$ cat src/rtl/phy_regs_pkg.sv
package phy_regs_pkg;

   localparam int REG_W = 16;

   // control word positions
   localparam int C_LOOP = 14;
   localparam int C_SPD  = 13;
   localparam int C_ANEN = 12;
   localparam int C_PDN  = 11;
   localparam int C_ISO  = 10;
   localparam int C_RST  = 9;
   localparam int C_DPX  = 8;
   localparam int C_COL  = 7;

   // status word positions
   localparam int S_T4  = 15;
   localparam int S_XFD = 14;
   localparam int S_XHD = 13;
   localparam int S_TFD = 12;
   localparam int S_THD = 11;
   localparam int S_PRE = 6;
   localparam int S_ANC = 5;
   localparam int S_RF  = 4;
   localparam int S_ANA = 3;
   localparam int S_LNK = 2;
   localparam int S_JAB = 1;
   localparam int S_EXT = 0;

   typedef struct packed {
      logic loop;
      logic spd;
      logic anen;
      logic pdn;
      logic iso;
      logic rst;
      logic dpx;
      logic col;
   } ctl_fields_t;

   function automatic ctl_fields_t ctl_default(bit has100, bit hasfull,
                                               bit hashalf, bit aneg);
      ctl_fields_t d;
      d      = '0;
      d.spd  = has100;
      d.dpx  = hasfull && !hashalf;
      d.anen = aneg;
      return d;
   endfunction

   function automatic logic [REG_W-1:0] ctl_pack(ctl_fields_t f);
      logic [REG_W-1:0] w;
      w         = '0;
      w[C_LOOP] = f.loop;
      w[C_SPD]  = f.spd;
      w[C_ANEN] = f.anen;
      w[C_PDN]  = f.pdn;
      w[C_ISO]  = f.iso;
      w[C_RST]  = f.rst;
      w[C_DPX]  = f.dpx;
      w[C_COL]  = f.col;
      return w;
   endfunction

endpackage

$ cat src/rtl/phy_cfg_bit.sv
module phy_cfg_bit #(
   parameter bit FIXED = 1'b0,
   parameter bit DEFV  = 1'b0
) (
   input  logic clk,
   input  logic rst_n,
   input  logic soft_rst,
   input  logic wr_en,
   input  logic wbit,
   output logic q_o
);
   generate
      if (FIXED) begin : g_tied
         logic unused_in;
         assign unused_in = ^{clk, rst_n, soft_rst, wr_en, wbit};
         assign q_o = DEFV;
      end else begin : g_rw
         logic q;
         always_ff @(posedge clk or negedge rst_n) begin
            if (!rst_n)        q <= DEFV;
            else if (soft_rst) q <= DEFV;
            else if (wr_en)    q <= wbit;
         end
         assign q_o = q;
      end
   endgenerate
endmodule

$ cat src/rtl/phy_evt_latch.sv
module phy_evt_latch #(
   parameter bit LATCH_LOW = 1'b0,
   parameter bit PRESENT   = 1'b1
) (
   input  logic clk,
   input  logic rst_n,
   input  logic soft_rst,
   input  logic rd_clr,
   input  logic evt_i,
   output logic q_o
);
   generate
      if (!PRESENT) begin : g_absent
         logic unused_in;
         assign unused_in = ^{clk, rst_n, soft_rst, rd_clr, evt_i};
         assign q_o = 1'b0;
      end else begin : g_present
         logic q;
         logic hold;
         // a read reloads from the live input; otherwise keep the sticky value
         if (LATCH_LOW) begin : g_low
            assign hold = q & evt_i;
         end else begin : g_high
            assign hold = q | evt_i;
         end
         always_ff @(posedge clk or negedge rst_n) begin
            if (!rst_n)        q <= 1'b0;
            else if (soft_rst) q <= 1'b0;
            else if (rd_clr)   q <= evt_i;
            else               q <= hold;
         end
         assign q_o = q;
      end
   endgenerate
endmodule

$ cat src/rtl/phy_ctrl_reg.sv
module phy_ctrl_reg
   import phy_regs_pkg::*;
#(
   parameter bit ABLE_100  = 1'b1,
   parameter bit ABLE_10   = 1'b1,
   parameter bit ABLE_FULL = 1'b1,
   parameter bit ABLE_HALF = 1'b1,
   parameter bit ABLE_ANEG = 1'b1
) (
   input  logic             clk,
   input  logic             rst_n,
   input  logic             soft_rst,
   input  logic             wr_en,
   input  logic [REG_W-1:0] wdata,
   input  logic             restart_ack_i,
   output ctl_fields_t      fld_o
);
   localparam bit SPD_FIX = (ABLE_100 != ABLE_10);
   localparam bit DPX_FIX = (ABLE_FULL != ABLE_HALF);
   localparam ctl_fields_t DEF = ctl_default(ABLE_100, ABLE_FULL, ABLE_HALF, ABLE_ANEG);

   logic unused_low;
   assign unused_low = ^wdata[C_COL-1:0] ^ wdata[REG_W-1];

   phy_cfg_bit #(.FIXED(1'b0), .DEFV(DEF.loop)) u_loop (
      .clk(clk), .rst_n(rst_n), .soft_rst(soft_rst), .wr_en(wr_en),
      .wbit(wdata[C_LOOP]), .q_o(fld_o.loop));
   phy_cfg_bit #(.FIXED(SPD_FIX), .DEFV(DEF.spd)) u_spd (
      .clk(clk), .rst_n(rst_n), .soft_rst(soft_rst), .wr_en(wr_en),
      .wbit(wdata[C_SPD]), .q_o(fld_o.spd));
   phy_cfg_bit #(.FIXED(!ABLE_ANEG), .DEFV(DEF.anen)) u_anen (
      .clk(clk), .rst_n(rst_n), .soft_rst(soft_rst), .wr_en(wr_en),
      .wbit(wdata[C_ANEN]), .q_o(fld_o.anen));
   phy_cfg_bit #(.FIXED(1'b0), .DEFV(DEF.pdn)) u_pdn (
      .clk(clk), .rst_n(rst_n), .soft_rst(soft_rst), .wr_en(wr_en),
      .wbit(wdata[C_PDN]), .q_o(fld_o.pdn));
   phy_cfg_bit #(.FIXED(1'b0), .DEFV(DEF.iso)) u_iso (
      .clk(clk), .rst_n(rst_n), .soft_rst(soft_rst), .wr_en(wr_en),
      .wbit(wdata[C_ISO]), .q_o(fld_o.iso));
   phy_cfg_bit #(.FIXED(DPX_FIX), .DEFV(DEF.dpx)) u_dpx (
      .clk(clk), .rst_n(rst_n), .soft_rst(soft_rst), .wr_en(wr_en),
      .wbit(wdata[C_DPX]), .q_o(fld_o.dpx));
   phy_cfg_bit #(.FIXED(1'b0), .DEFV(DEF.col)) u_col (
      .clk(clk), .rst_n(rst_n), .soft_rst(soft_rst), .wr_en(wr_en),
      .wbit(wdata[C_COL]), .q_o(fld_o.col));

   generate
      if (ABLE_ANEG) begin : g_restart
         logic rst_q;
         always_ff @(posedge clk or negedge rst_n) begin
            if (!rst_n)                          rst_q <= 1'b0;
            else if (soft_rst)                   rst_q <= 1'b0;
            else if (wr_en && !wdata[C_ANEN])    rst_q <= 1'b0;
            else if (wr_en && wdata[C_RST])      rst_q <= 1'b1;
            else if (restart_ack_i)              rst_q <= 1'b0;
         end
         assign fld_o.rst = rst_q;
      end else begin : g_no_restart
         logic unused_ack;
         assign unused_ack = restart_ack_i;
         assign fld_o.rst = 1'b0;
      end
   endgenerate
endmodule

$ cat src/rtl/phy_stat_reg.sv
module phy_stat_reg
   import phy_regs_pkg::*;
#(
   parameter bit ABLE_T4   = 1'b0,
   parameter bit ABLE_X_FD = 1'b1,
   parameter bit ABLE_X_HD = 1'b1,
   parameter bit ABLE_T_FD = 1'b1,
   parameter bit ABLE_T_HD = 1'b1,
   parameter bit ABLE_ANEG = 1'b1,
   parameter bit PRE_SUPP  = 1'b1,
   parameter bit EXT_REGS  = 1'b0,
   parameter bit RFAULT_EN = 1'b1
) (
   input  logic             clk,
   input  logic             rst_n,
   input  logic             soft_rst,
   input  logic             rd_clr,
   input  logic             link_up_i,
   input  logic             rfault_evt_i,
   input  logic             jabber_evt_i,
   input  logic             aneg_done_i,
   input  logic             anen_i,
   output logic [REG_W-1:0] word_o,
   output logic             link_q_o,
   output logic             rf_q_o,
   output logic             jab_q_o
);
   localparam bit HAS_10 = ABLE_T_FD | ABLE_T_HD;

   phy_evt_latch #(.LATCH_LOW(1'b1), .PRESENT(1'b1)) u_link (
      .clk(clk), .rst_n(rst_n), .soft_rst(soft_rst), .rd_clr(rd_clr),
      .evt_i(link_up_i), .q_o(link_q_o));
   phy_evt_latch #(.LATCH_LOW(1'b0), .PRESENT(RFAULT_EN)) u_rf (
      .clk(clk), .rst_n(rst_n), .soft_rst(soft_rst), .rd_clr(rd_clr),
      .evt_i(rfault_evt_i), .q_o(rf_q_o));
   phy_evt_latch #(.LATCH_LOW(1'b0), .PRESENT(HAS_10)) u_jab (
      .clk(clk), .rst_n(rst_n), .soft_rst(soft_rst), .rd_clr(rd_clr),
      .evt_i(jabber_evt_i), .q_o(jab_q_o));

   always_comb begin
      word_o        = '0;
      word_o[S_T4]  = ABLE_T4;
      word_o[S_XFD] = ABLE_X_FD;
      word_o[S_XHD] = ABLE_X_HD;
      word_o[S_TFD] = ABLE_T_FD;
      word_o[S_THD] = ABLE_T_HD;
      word_o[S_PRE] = PRE_SUPP;
      word_o[S_ANC] = ABLE_ANEG & anen_i & aneg_done_i;
      word_o[S_RF]  = rf_q_o;
      word_o[S_ANA] = ABLE_ANEG;
      word_o[S_LNK] = link_q_o;
      word_o[S_JAB] = jab_q_o;
      word_o[S_EXT] = EXT_REGS;
   end
endmodule

$ cat src/rtl/phy_basic_regs.sv
module phy_basic_regs
   import phy_regs_pkg::*;
#(
   parameter int ADDR_W    = 5,
   parameter int DATA_W    = 16,
   parameter bit ABLE_T4   = 1'b0,
   parameter bit ABLE_X_FD = 1'b1,
   parameter bit ABLE_X_HD = 1'b1,
   parameter bit ABLE_T_FD = 1'b1,
   parameter bit ABLE_T_HD = 1'b1,
   parameter bit ABLE_ANEG = 1'b1,
   parameter bit PRE_SUPP  = 1'b1,
   parameter bit EXT_REGS  = 1'b0,
   parameter bit RFAULT_EN = 1'b1
) (
   input  logic              clk,
   input  logic              rst_n,
   input  logic              soft_rst,
   input  logic [ADDR_W-1:0] reg_addr,
   input  logic              reg_wr,
   input  logic [DATA_W-1:0] reg_wdata,
   input  logic              reg_rd,
   output logic [DATA_W-1:0] reg_rdata,
   input  logic              link_up_i,
   input  logic              rfault_evt_i,
   input  logic              jabber_evt_i,
   input  logic              aneg_done_i,
   input  logic              restart_ack_i,
   output logic              loopback_o,
   output logic              speed100_o,
   output logic              aneg_en_o,
   output logic              pwr_down_o,
   output logic              isolate_o,
   output logic              restart_o,
   output logic              full_dplx_o,
   output logic              col_test_o
);
   localparam bit HAS_100  = ABLE_T4 | ABLE_X_FD | ABLE_X_HD;
   localparam bit HAS_10   = ABLE_T_FD | ABLE_T_HD;
   localparam bit HAS_FULL = ABLE_X_FD | ABLE_T_FD;
   localparam bit HAS_HALF = ABLE_T4 | ABLE_X_HD | ABLE_T_HD;
   localparam logic [ADDR_W-1:0] CTL_ADDR  = ADDR_W'(0);
   localparam logic [ADDR_W-1:0] STAT_ADDR = ADDR_W'(1);

   generate
      if (DATA_W != REG_W) begin : g_bad_width
         $error("phy_basic_regs: DATA_W must be 16");
      end
      if (ADDR_W < 1) begin : g_bad_addr
         $error("phy_basic_regs: ADDR_W must be at least 1");
      end
      if (!(HAS_100 || HAS_10)) begin : g_no_ability
         $error("phy_basic_regs: at least one ability is required");
      end
   endgenerate

   logic             ctl_wr;
   logic             stat_rd;
   ctl_fields_t      fld;
   logic [REG_W-1:0] stat_word;
   logic             link_q;
   logic             rf_q;
   logic             jab_q;

   assign ctl_wr  = reg_wr && (reg_addr == CTL_ADDR);
   assign stat_rd = reg_rd && (reg_addr == STAT_ADDR);

   phy_ctrl_reg #(
      .ABLE_100(HAS_100), .ABLE_10(HAS_10), .ABLE_FULL(HAS_FULL),
      .ABLE_HALF(HAS_HALF), .ABLE_ANEG(ABLE_ANEG)
   ) u_ctrl (
      .clk(clk), .rst_n(rst_n), .soft_rst(soft_rst), .wr_en(ctl_wr),
      .wdata(reg_wdata[REG_W-1:0]), .restart_ack_i(restart_ack_i), .fld_o(fld));

   phy_stat_reg #(
      .ABLE_T4(ABLE_T4), .ABLE_X_FD(ABLE_X_FD), .ABLE_X_HD(ABLE_X_HD),
      .ABLE_T_FD(ABLE_T_FD), .ABLE_T_HD(ABLE_T_HD), .ABLE_ANEG(ABLE_ANEG),
      .PRE_SUPP(PRE_SUPP), .EXT_REGS(EXT_REGS), .RFAULT_EN(RFAULT_EN)
   ) u_stat (
      .clk(clk), .rst_n(rst_n), .soft_rst(soft_rst), .rd_clr(stat_rd),
      .link_up_i(link_up_i), .rfault_evt_i(rfault_evt_i),
      .jabber_evt_i(jabber_evt_i), .aneg_done_i(aneg_done_i),
      .anen_i(fld.anen), .word_o(stat_word),
      .link_q_o(link_q), .rf_q_o(rf_q), .jab_q_o(jab_q));

   always_comb begin
      reg_rdata = '0;
      if (reg_addr == CTL_ADDR)       reg_rdata = DATA_W'(ctl_pack(fld));
      else if (reg_addr == STAT_ADDR) reg_rdata = DATA_W'(stat_word);
   end

   assign loopback_o  = fld.loop;
   assign speed100_o  = fld.spd;
   assign aneg_en_o   = fld.anen;
   assign pwr_down_o  = fld.pdn;
   assign isolate_o   = fld.iso;
   assign restart_o   = fld.rst;
   assign full_dplx_o = fld.dpx;
   assign col_test_o  = fld.col;
endmodule

$ cat config.mk
export PLATFORM = sky130hd
export DESIGN_NAME = phy_basic_regs
export DESIGN_NICKNAME = d
export VERILOG_FILES = /design/src/rtl/phy_regs_pkg.sv /design/src/rtl/phy_cfg_bit.sv /design/src/rtl/phy_evt_latch.sv /design/src/rtl/phy_ctrl_reg.sv /design/src/rtl/phy_stat_reg.sv /design/src/rtl/phy_basic_regs.sv
export SDC_FILE = /design/constraint.sdc
export NUM_CORES = 1
export LEC_CHECK = 0
export ABC_AREA = 0
export BUFFER_PORTS_ARGS = -buffer_cell sky130_fd_sc_hd__clkbuf_2
export CAP_MARGIN = 20
export CORE_UTILIZATION = 38
export CTS_CLUSTER_DIAMETER = 200
export DETAILED_ROUTE_END_ITERATION = 6
export GPL_ROUTABILITY_DRIVEN = 0
export PLACE_DENSITY = 0.85
export SLEW_MARGIN = 10
export SYNTH_ARGS = -nofsm -noshare
export SYNTH_HDL_FRONTEND = slang
export SYNTH_SLANG_ARGS = --single-unit
$ cat constraint.sdc
create_clock -name clk -period 1.08 [get_ports clk]
set_input_delay 0.054 -clock clk [delete_from_list [all_inputs] [get_ports clk]]
set_output_delay 0.054 -clock clk [all_outputs]
set_load 0.01 [all_outputs]
Yosys cells after proc, flatten, opt, wreduce, memory -nomap -nowiden
Cells that the tools add are included.
{"block": "word_totals", "out_inout_bits": 24, "elab_cells": 50, "regBits": 11, "in_bits": 31}
{"block": "classes", "n_eq_ne": 1, "muxes": 26, "n_bitwise": 4, "reduce_logical": 8}
{"op": "$mux 15", "count": 2}
{"op": "$mux 1", "count": 24}
{"op": "$eq 5x1->1 const B", "count": 1}
{"op": "$logic_not 5->1", "count": 1}
{"op": "$logic_and 1x1->1", "count": 4}
{"op": "$reduce_bool 4->1", "count": 1}
{"op": "$and 1x1->1", "count": 2}
{"op": "$or 1x1->1", "count": 2}
{"op": "$reduce_bool 2->1", "count": 1}
{"op": "$logic_not 1->1", "count": 1}

Depth between registers and ports, before layout
Gate-level depths: netlist of the first run.
{"block": "logic_depth", "word_depth": 6, "mapped_depth": 5, "ltp_nobuf": 3}

By module
From an unflattened synthesis of the first run, not the netlist that was laid out.
{"block": "unflattened", "cells_unflattened": 87, "hier_area_um2": 805.8}
{"module": "phy_basic_regs", "seq_area_each_um2": 0.0, "area_each_um2": 212.7, "cells_per_inst": 31, "n_inst": 1}
{"module": "phy_cfg_bit at u_ctrl.u_col ...", "seq_area_each_um2": 25.0, "area_each_um2": 38.8, "cells_per_inst": 3, "n_inst": 5}
{"module": "phy_stat_reg", "seq_area_each_um2": 0.0, "area_each_um2": 126.4, "cells_per_inst": 18, "n_inst": 1}
{"module": "phy_evt_latch at u_stat.u_jab ...", "seq_area_each_um2": 25.0, "area_each_um2": 43.8, "cells_per_inst": 4, "n_inst": 2}
{"module": "phy_cfg_bit at u_ctrl.u_anen ...", "seq_area_each_um2": 26.3, "area_each_um2": 41.3, "cells_per_inst": 3, "n_inst": 2}
{"module": "phy_ctrl_reg", "seq_area_each_um2": 25.0, "area_each_um2": 61.3, "cells_per_inst": 6, "n_inst": 1}
{"module": "phy_evt_latch at u_stat.u_link", "seq_area_each_um2": 25.0, "area_each_um2": 41.3, "cells_per_inst": 3, "n_inst": 1}

Worst setup path before layout of the first run
No wires, ideal clock.
{"block": "synth_path", "path_type": "input to register", "startpoint": "in reg_wr", "endpoint": "reg u_ctrl.u_col.g_rw.q, in the netlist u_ctrl.u_col.q_o", "setup_time_ns": 0.120, "t_required_ns": 0.960, "path_buffers": 2, "stages": 5, "path_slack_ns": 0.102, "arrival_time_ns": 0.857, "cell_sequence": "nor2b_1 -> buf_2 -> and2_2 -> buf_6 -> a31o_2"}
{"block": "synth_between", "elab_chain_len": 2}
{"item": "start: declaration", "line": "phy_basic_regs.sv:20", "rtl": "input logic reg_wr,"}
{"item": "$logic_and 1x1->1", "line": "phy_basic_regs.sv:65", "rtl": "assign ctl_wr = reg_wr && (reg_addr == CTL_ADDR);"}
{"item": "$reduce_bool 2->1 (no line)"}
{"item": "end signal: assignment", "line": "phy_cfg_bit.sv:22", "rtl": "else if (wr_en) q <= wbit;"}
{"item": "end: declaration", "line": "phy_cfg_bit.sv:18", "rtl": "logic q;"}
Every way passes these cells.
A chain may end at the register's enable or synchronous reset.

Final worst setup path of the first run
{"block": "layout_path", "startpoint": "reg u_ctrl.u_anen.g_rw.q, in the netlist u_ctrl.u_anen.q_o", "endpoint": "out reg_rdata[5]"}
{"block": "layout_between", "elab_chain_len": 3}
{"item": "start: declaration", "line": "phy_cfg_bit.sv:18"}
{"item": "start signal: assignment", "line": "phy_cfg_bit.sv:22"}
{"item": "$and 1x1->1", "line": "phy_stat_reg.sv:48", "rtl": "word_o[S_ANC] = ABLE_ANEG & anen_i & aneg_done_i;"}
{"item": "$mux 15", "line": "phy_basic_regs.sv:89", "rtl": "else if (reg_addr == STAT_ADDR) reg_rdata = DATA_W'(stat_word);"}
{"item": "$mux 15", "line": "phy_basic_regs.sv:88", "rtl": "if (reg_addr == CTL_ADDR) reg_rdata = DATA_W'(ctl_pack(fld));"}
{"item": "end: declaration", "line": "phy_basic_regs.sv:23", "rtl": "output logic [DATA_W-1:0] reg_rdata,"}
Every way passes these cells.

==> results of run 1 <==
[report_power, final]
group          total (mW)  internal [mW]  switching (mW)
clock               0.278          0.143           0.135
sequential          0.425          0.420         0.00467
combinational       0.151         0.0797          0.0712
total               0.853          0.643           0.211
[per-layer routing]
layer | share of wire, % | GRT usage (%) | up-vias | wire [um]
li1 | - | - | 343 | -
met1 | 43 | 19.35 | 321 | 736
met2 | 49 | 27.54 | 39 | 841
met3 | 7.5 | 3.600 | 2 | 130
met4 | 1.0 | 5.455 | 0 | 18
met5 | 0 | 0 | - | 0
[cell usage in the layout (no fill, tap or decap)]
master and n:
clkbuf_1 1, and3_1 3, dlygate4sd3_1 3, buf_6 4
o211ai_1 1, clkbuf_2 34, and2_2 2, dfstp_2 2
a21boi_0 2, nand2b_1 6, o21a_1 6, buf_12 1
a21oi_1 7, and2b_2 1, a31o_2 5, a211oi_2 1
o21ai_1 1, and2_1 3, and2_4 2, conb_1 2
clkbuf_4 3, nor3b_1 1, inv_1 1, buf_4 7
and3b_2 1, nand3_1 1, dfrtp_1 9, nor4_4 1
clkinv_1 1, nand3_4 1, buf_2 7, nor2b_1 1
and3_4 1
[synth_stat cells]
cell / number / area share (%)
o21ai_1: 1 / 0.71
clkbuf_1: 1 / 0.53
buf_6: 3 / 4.8
buf_4: 3 / 3.2
a21boi_0: 2 / 2.1
nand2b_1: 6 / 5.3
a211oi_2: 1 / 1.8
and2b_2: 1 / 1.2
o21a_1: 6 / 6.4
a21oi_1: 7 / 5.0
and3b_2: 1 / 1.4
inv_1: 1 / 0.53
nand3_1: 1 / 0.71
and3_1: 4 / 3.6
dfstp_2: 2 / 7.5
and2_1: 5 / 4.4
a31o_2: 5 / 6.2
clkinv_1: 1 / 0.53
nand3_4: 1 / 2.5
buf_2: 1 / 0.71
nor2b_1: 1 / 0.89
nor4_4: 1 / 3.0
conb_1: 1 / 0.53
nor3b_1: 1 / 1.1
dfrtp_1: 9 / 32
o211ai_1: 1 / 1.1
and2_2: 2 / 2.1
[stage by stage]
stage | cells | utilization (%) | area (sq um)
final | 147 | 61.52 | 1062
after global routing | 147 | 61.52 | 1062
after CTS | 146 | 58.70 | 1013
after detailed placement | 138 | 54.78 | 945.9
after global placement | 138 | 54.78 | 945.9
after floorplan | 70 | - | 706.9
[kinds of logic after synthesis]
| family | count (synthesis) | share of synthesized area [%] |
|---|---|---|
| other | 1 | 0.5333 |
| DFF | 11 | 39.50 |
| and+or+nand+nor | 24 | 26.33 |
| AOI/OAI and AO/OA | 23 | 23.31 |
| buffers and inverters | 10 | 10.32 |
[sequential cells by signal, summed over array words and instances (netlist names)]
register                cells
u_ctrl.g_restart.rst_q      1
u_ctrl.u_anen.q_o           1
u_ctrl.u_col.q_o            1
u_ctrl.u_dpx.q_o            1
u_ctrl.u_iso.q_o            1
u_ctrl.u_loop.q_o           1
u_ctrl.u_pdn.q_o            1
u_ctrl.u_spd.q_o            1
u_stat.u_jab.q_o            1
u_stat.u_link.q_o           1
u_stat.u_rf.q_o             1
[area by class of cell]
type                       count  area [sq um]  area share (%)
multi-input combinational     49         366.6           34.51
timing repair buffer          56         352.8           33.22
sequential                    11         277.8           26.15
tap                           25         31.28           2.945
clock buffer                   4         26.28           2.473
inverter                       2         7.507          0.7067
[worst max-delay path, cell delays in order (launching register included)]
cell and delay [ns]:
dfstp_2 0.56, and3_1 0.14, buf_2 0.12
[timing repair]
item / 4_1_cts / 5_1_grt
gates resized for setup: 1 / 16
hold buffers: 3 / 0
endpoints found under the hold margin: 13 / 0
endpoints found under the setup margin: 7 / 8
pin swaps: 3 / 3
gates cloned: 0 / 0
buffers inserted: 1 / 1
[worst paths after layout]
kind	depth (start not counted)	endpoint	startpoint
setup / recovery	2	reg_rdata[5]	u_ctrl.u_anen.q_o$_DFFE_PN1P_
hold / removal	3	u_ctrl.g_restart.rst_q$_DFFE_PN0P_	reg_wdata[9]
setup reg to reg	3	u_ctrl.u_col.q_o$_DFFE_PN0P_	u_ctrl.u_col.q_o$_DFFE_PN0P_
hold reg to reg	2	u_ctrl.u_spd.q_o$_DFFE_PN1P_	u_ctrl.u_spd.q_o$_DFFE_PN1P_
max in group asynchronous	2	u_ctrl.u_spd.q_o$_DFFE_PN1P_	rst_n
min in group asynchronous	2	u_ctrl.u_col.q_o$_DFFE_PN0P_	rst_n
==> impl_metrics.tcl, run 1 <==
set metrics [dict create \
    status "finished, violations left" \
    violations "negative setup slack" \
    ctsHtreeMaxLevel 1 \
    port-buffer-count 44 \
    numCtsBuffers 3 \
    vias 705 \
    ys_seq_area_share_pct 39.50 \
    drtIter0Drc 11 \
    post_drt_via_cell_ratio 4.796 \
    die_area_sq_mm 0.002026 \
    syn_avg_cell_area_sq_um 10.19 \
    area_growth_pct 51.07 \
    path_clk_slew_ns 0.07 \
    rsz0062_at_grt "yes" \
    drtAntennaViolNets 0 \
    clock.fmax_mhz 882.7 \
    crit_type "reg -> out" \
    holdWs_ns 0.02484 \
    startpoint_type "register" \
    ioPinCount 55 \
    post-route-period-util_pct 104.9 \
    ys_types 27 \
    antenna_cells 0 \
    root_buffer "clkbuf_4" \
    die_w_um 45.02 \
    nets 154 \
    cp.required_ns 1.03 \
    clk_path_buf_depth 2 \
    dr.pass1.iters 4 \
    num_rows 15 \
    setup_violations 7 \
    r2r_setup_slack_ns 0.23 \
    total_power_uw 853.3 \
    grt_usage_pct 15.93 \
    grt_max_degree 15 \
    worst_ir_drop_vdd_v 0.0006623 \
    synth-seq-cells 11 \
    cts_tree "yes" \
    crit_path_max_fanout 4 \
    finClkSkew_ns 0 \
    core_sq_mm 0.001727 \
    grt_pass1_wl_um 2346 \
    avgRoutedWirePerCell_um 11.74 \
    clock_latency_ns 0.26 \
    maxSlewViolCount 0 \
    critPathArrivalTime_ns 1.08 \
    antenna_found_initial 0 \
    dp_hpwl_um 1311 \
    hp-class "in -> reg" \
    syn_inst 69 \
    power.density_mw_per_mm2 803.3 \
    setup_ws_ns -0.05290 \
    drc 0 \
    post-place-ws_ns -0.07241 \
    leakagePower_nw 0.5701 \
    hold_violations 0 \
    yosys_warnings 0 \
    fillCellCount 142 \
    cp-end-kind "output port" \
    period_needed_ns 1.133 \
    start_util_pct 40.72 \
    finalWirelength_um 1726 \
    clock-sinks 11 \
    synth_area_sq_um 703.2 \
    die_h_um 45.02 \
    cap_violations 0 \
    drive_gt1_share_pct 59.84 \
    tns_ns -0.1609 \
    grt_overflow 0 \
    grt_pass1_vias 570 \
]
Note: power is estimated with default switching activity, not from simulation.
==> run 2: changes to the inputs <==
Settings changed: RECOVER_POWER from default to 25.
==> impl_metrics.tcl, run 2 (synthesized netlist as in run 1, its figures left out) <==
set metrics [dict create \
    clock_latency_ns 0.26 \
    drtIter0Drc 11 \
    fillCellCount 143 \
    violations "negative setup slack" \
    dr.pass1.iters 4 \
    cap_violations 0 \
    root_buffer "clkbuf_4" \
    critPathArrivalTime_ns 1.08 \
    path_clk_slew_ns 0.07 \
    area_growth_pct 50.89 \
    die_area_sq_mm 0.002026 \
    worst_ir_drop_vdd_v 0.0006583 \
    placedInstanceArea_sq_um 945.9 \
    grt_usage_pct 15.93 \
    post-place-ws_ns -0.07241 \
    seq_area_sq_um 277.8 \
    die_w_um 45.02 \
    setup_ws_ns -0.05294 \
    clock.fmax_mhz 882.7 \
    vias 704 \
    r2r_setup_slack_ns 0.23 \
    drive_gt1_share_pct 59.02 \
    start_util_pct 40.72 \
    finalWirelength_um 1729 \
    layoutNonFillerInstCount 147 \
    crit_path_max_fanout 4 \
    final_util_pct 61.45 \
    core_sq_mm 0.001727 \
    cts_tree "yes" \
    grt_pass1_wl_um 2346 \
    ctsHtreeMaxLevel 1 \
    hold_violations 0 \
    postLayoutCellArea_sq_mm 0.001061 \
    layout_commonest_cell "clkbuf_2" \
    ioPinCount 55 \
    path_cells "and3_1 > buf_2" \
    drc 0 \
    finClkSkew_ns 0 \
    leakagePower_nw 0.5672 \
    hp-class "in -> reg" \
    post-route-period-util_pct 104.9 \
    post_drt_via_cell_ratio 4.789 \
    cp-end-kind "output port" \
    antenna_found_initial 0 \
    numCtsBuffers 3 \
    clock-sinks 11 \
    path_buf_inv 1 \
    grt_max_degree 15 \
    drtAntennaViolNets 0 \
    die_h_um 45.02 \
    crit_type "reg -> out" \
    port-buffer-count 44 \
    multi_input_area_sq_um 366.6 \
    maxSlewViolCount 0 \
    holdWs_ns 0.02478 \
    grt_pass1_vias 570 \
    dp_hpwl_um 1311 \
    startpoint_type "register" \
    cpPeakStageDelay_ns 0.56 \
    grt_overflow 0 \
    avgRoutedWirePerCell_um 11.76 \
    clk_path_buf_depth 2 \
    cp_slowest_cell "dfstp_2" \
    crit_family "flip-flops" \
    period_needed_ns 1.133 \
    power.density_mw_per_mm2 803.6 \
    antenna_cells 0 \
    layout_common_cells "clkbuf_2, dfrtp_1, a21oi_1, buf_2, buf_4" \
    setup_violations 7 \
    place_inst 138 \
    rsz0062_at_grt "yes" \
    cp.required_ns 1.03 \
    nets 154 \
    status "finished, violations left" \
    worstMarginPinSlew_ns 0.5958 \
    slew_headroom_pct 60.28 \
    num_rows 15 \
]
==> run 2: final cells by class <==
cell class	count	share of cell area [%]
Multi-Input combinational cell	49	34.55
Tap cell	25	2.948
Timing Repair Buffer	56	33.14
Inverter	2	0.7075
Clock buffer	4	2.476
Sequential cell	11	26.18
==> run 2: timing repair <==
action	4_1_cts	5_1_grt
gates resized for setup	1	16
hold buffers	3	0
setup endpoints to repair	7	8
setup buffers	1	1
hold endpoints to repair	13	0
pin swaps	3	3
==> run 2: final timing paths <==
path | from | to | cells after the start
worst max-delay path | u_ctrl.u_anen.q_o$_DFFE_PN1P_ | reg_rdata[5] | 2
worst min-delay path | link_up_i | u_stat.u_link.q_o$_DFF_PN0_ | 2
worst max register to register | u_ctrl.u_col.q_o$_DFFE_PN0P_ | u_ctrl.u_col.q_o$_DFFE_PN0P_ | 3
worst min register to register | u_ctrl.u_spd.q_o$_DFFE_PN1P_ | u_ctrl.u_spd.q_o$_DFFE_PN1P_ | 2
max in group asynchronous | rst_n | u_ctrl.u_pdn.q_o$_DFFE_PN0P_ | 2
min in group asynchronous | rst_n | u_stat.u_jab.q_o$_DFF_PN0_ | 2
==> run 2: power by group <==
part | internal [mW] | switching [mW] | total (mW)
combinational | 0.0792 | 0.0715 | 0.151
clock | 0.143 | 0.134 | 0.277
sequential | 0.420 | 0.00490 | 0.425
total | 0.642 | 0.210 | 0.853
==> run 2: routing by layer <==
| metal | vias to the layer above | GRT usage, % | part of all wire [%] |
|---|---|---|---|
| li1 | 343 | - | - |
| met1 | 320 | 19.35 | 42 |
| met2 | 39 | 27.54 | 49 |
| met3 | 2 | 3.600 | 7.5 |
| met4 | 0 | 5.455 | 0.93 |
| met5 | - | 0 | 0 |
==> run 2: through the flow <==
step | setup TNS, ns | power, mW
final | -0.1647 | 0.8527
after global routing | -0.6153 | 0.8885
after CTS | -0.2931 | 0.8550
after detailed placement | -0.6883 | 0.5655
after global placement | -0.6319 | 0.5608
after floorplan | 0 | 0.4933
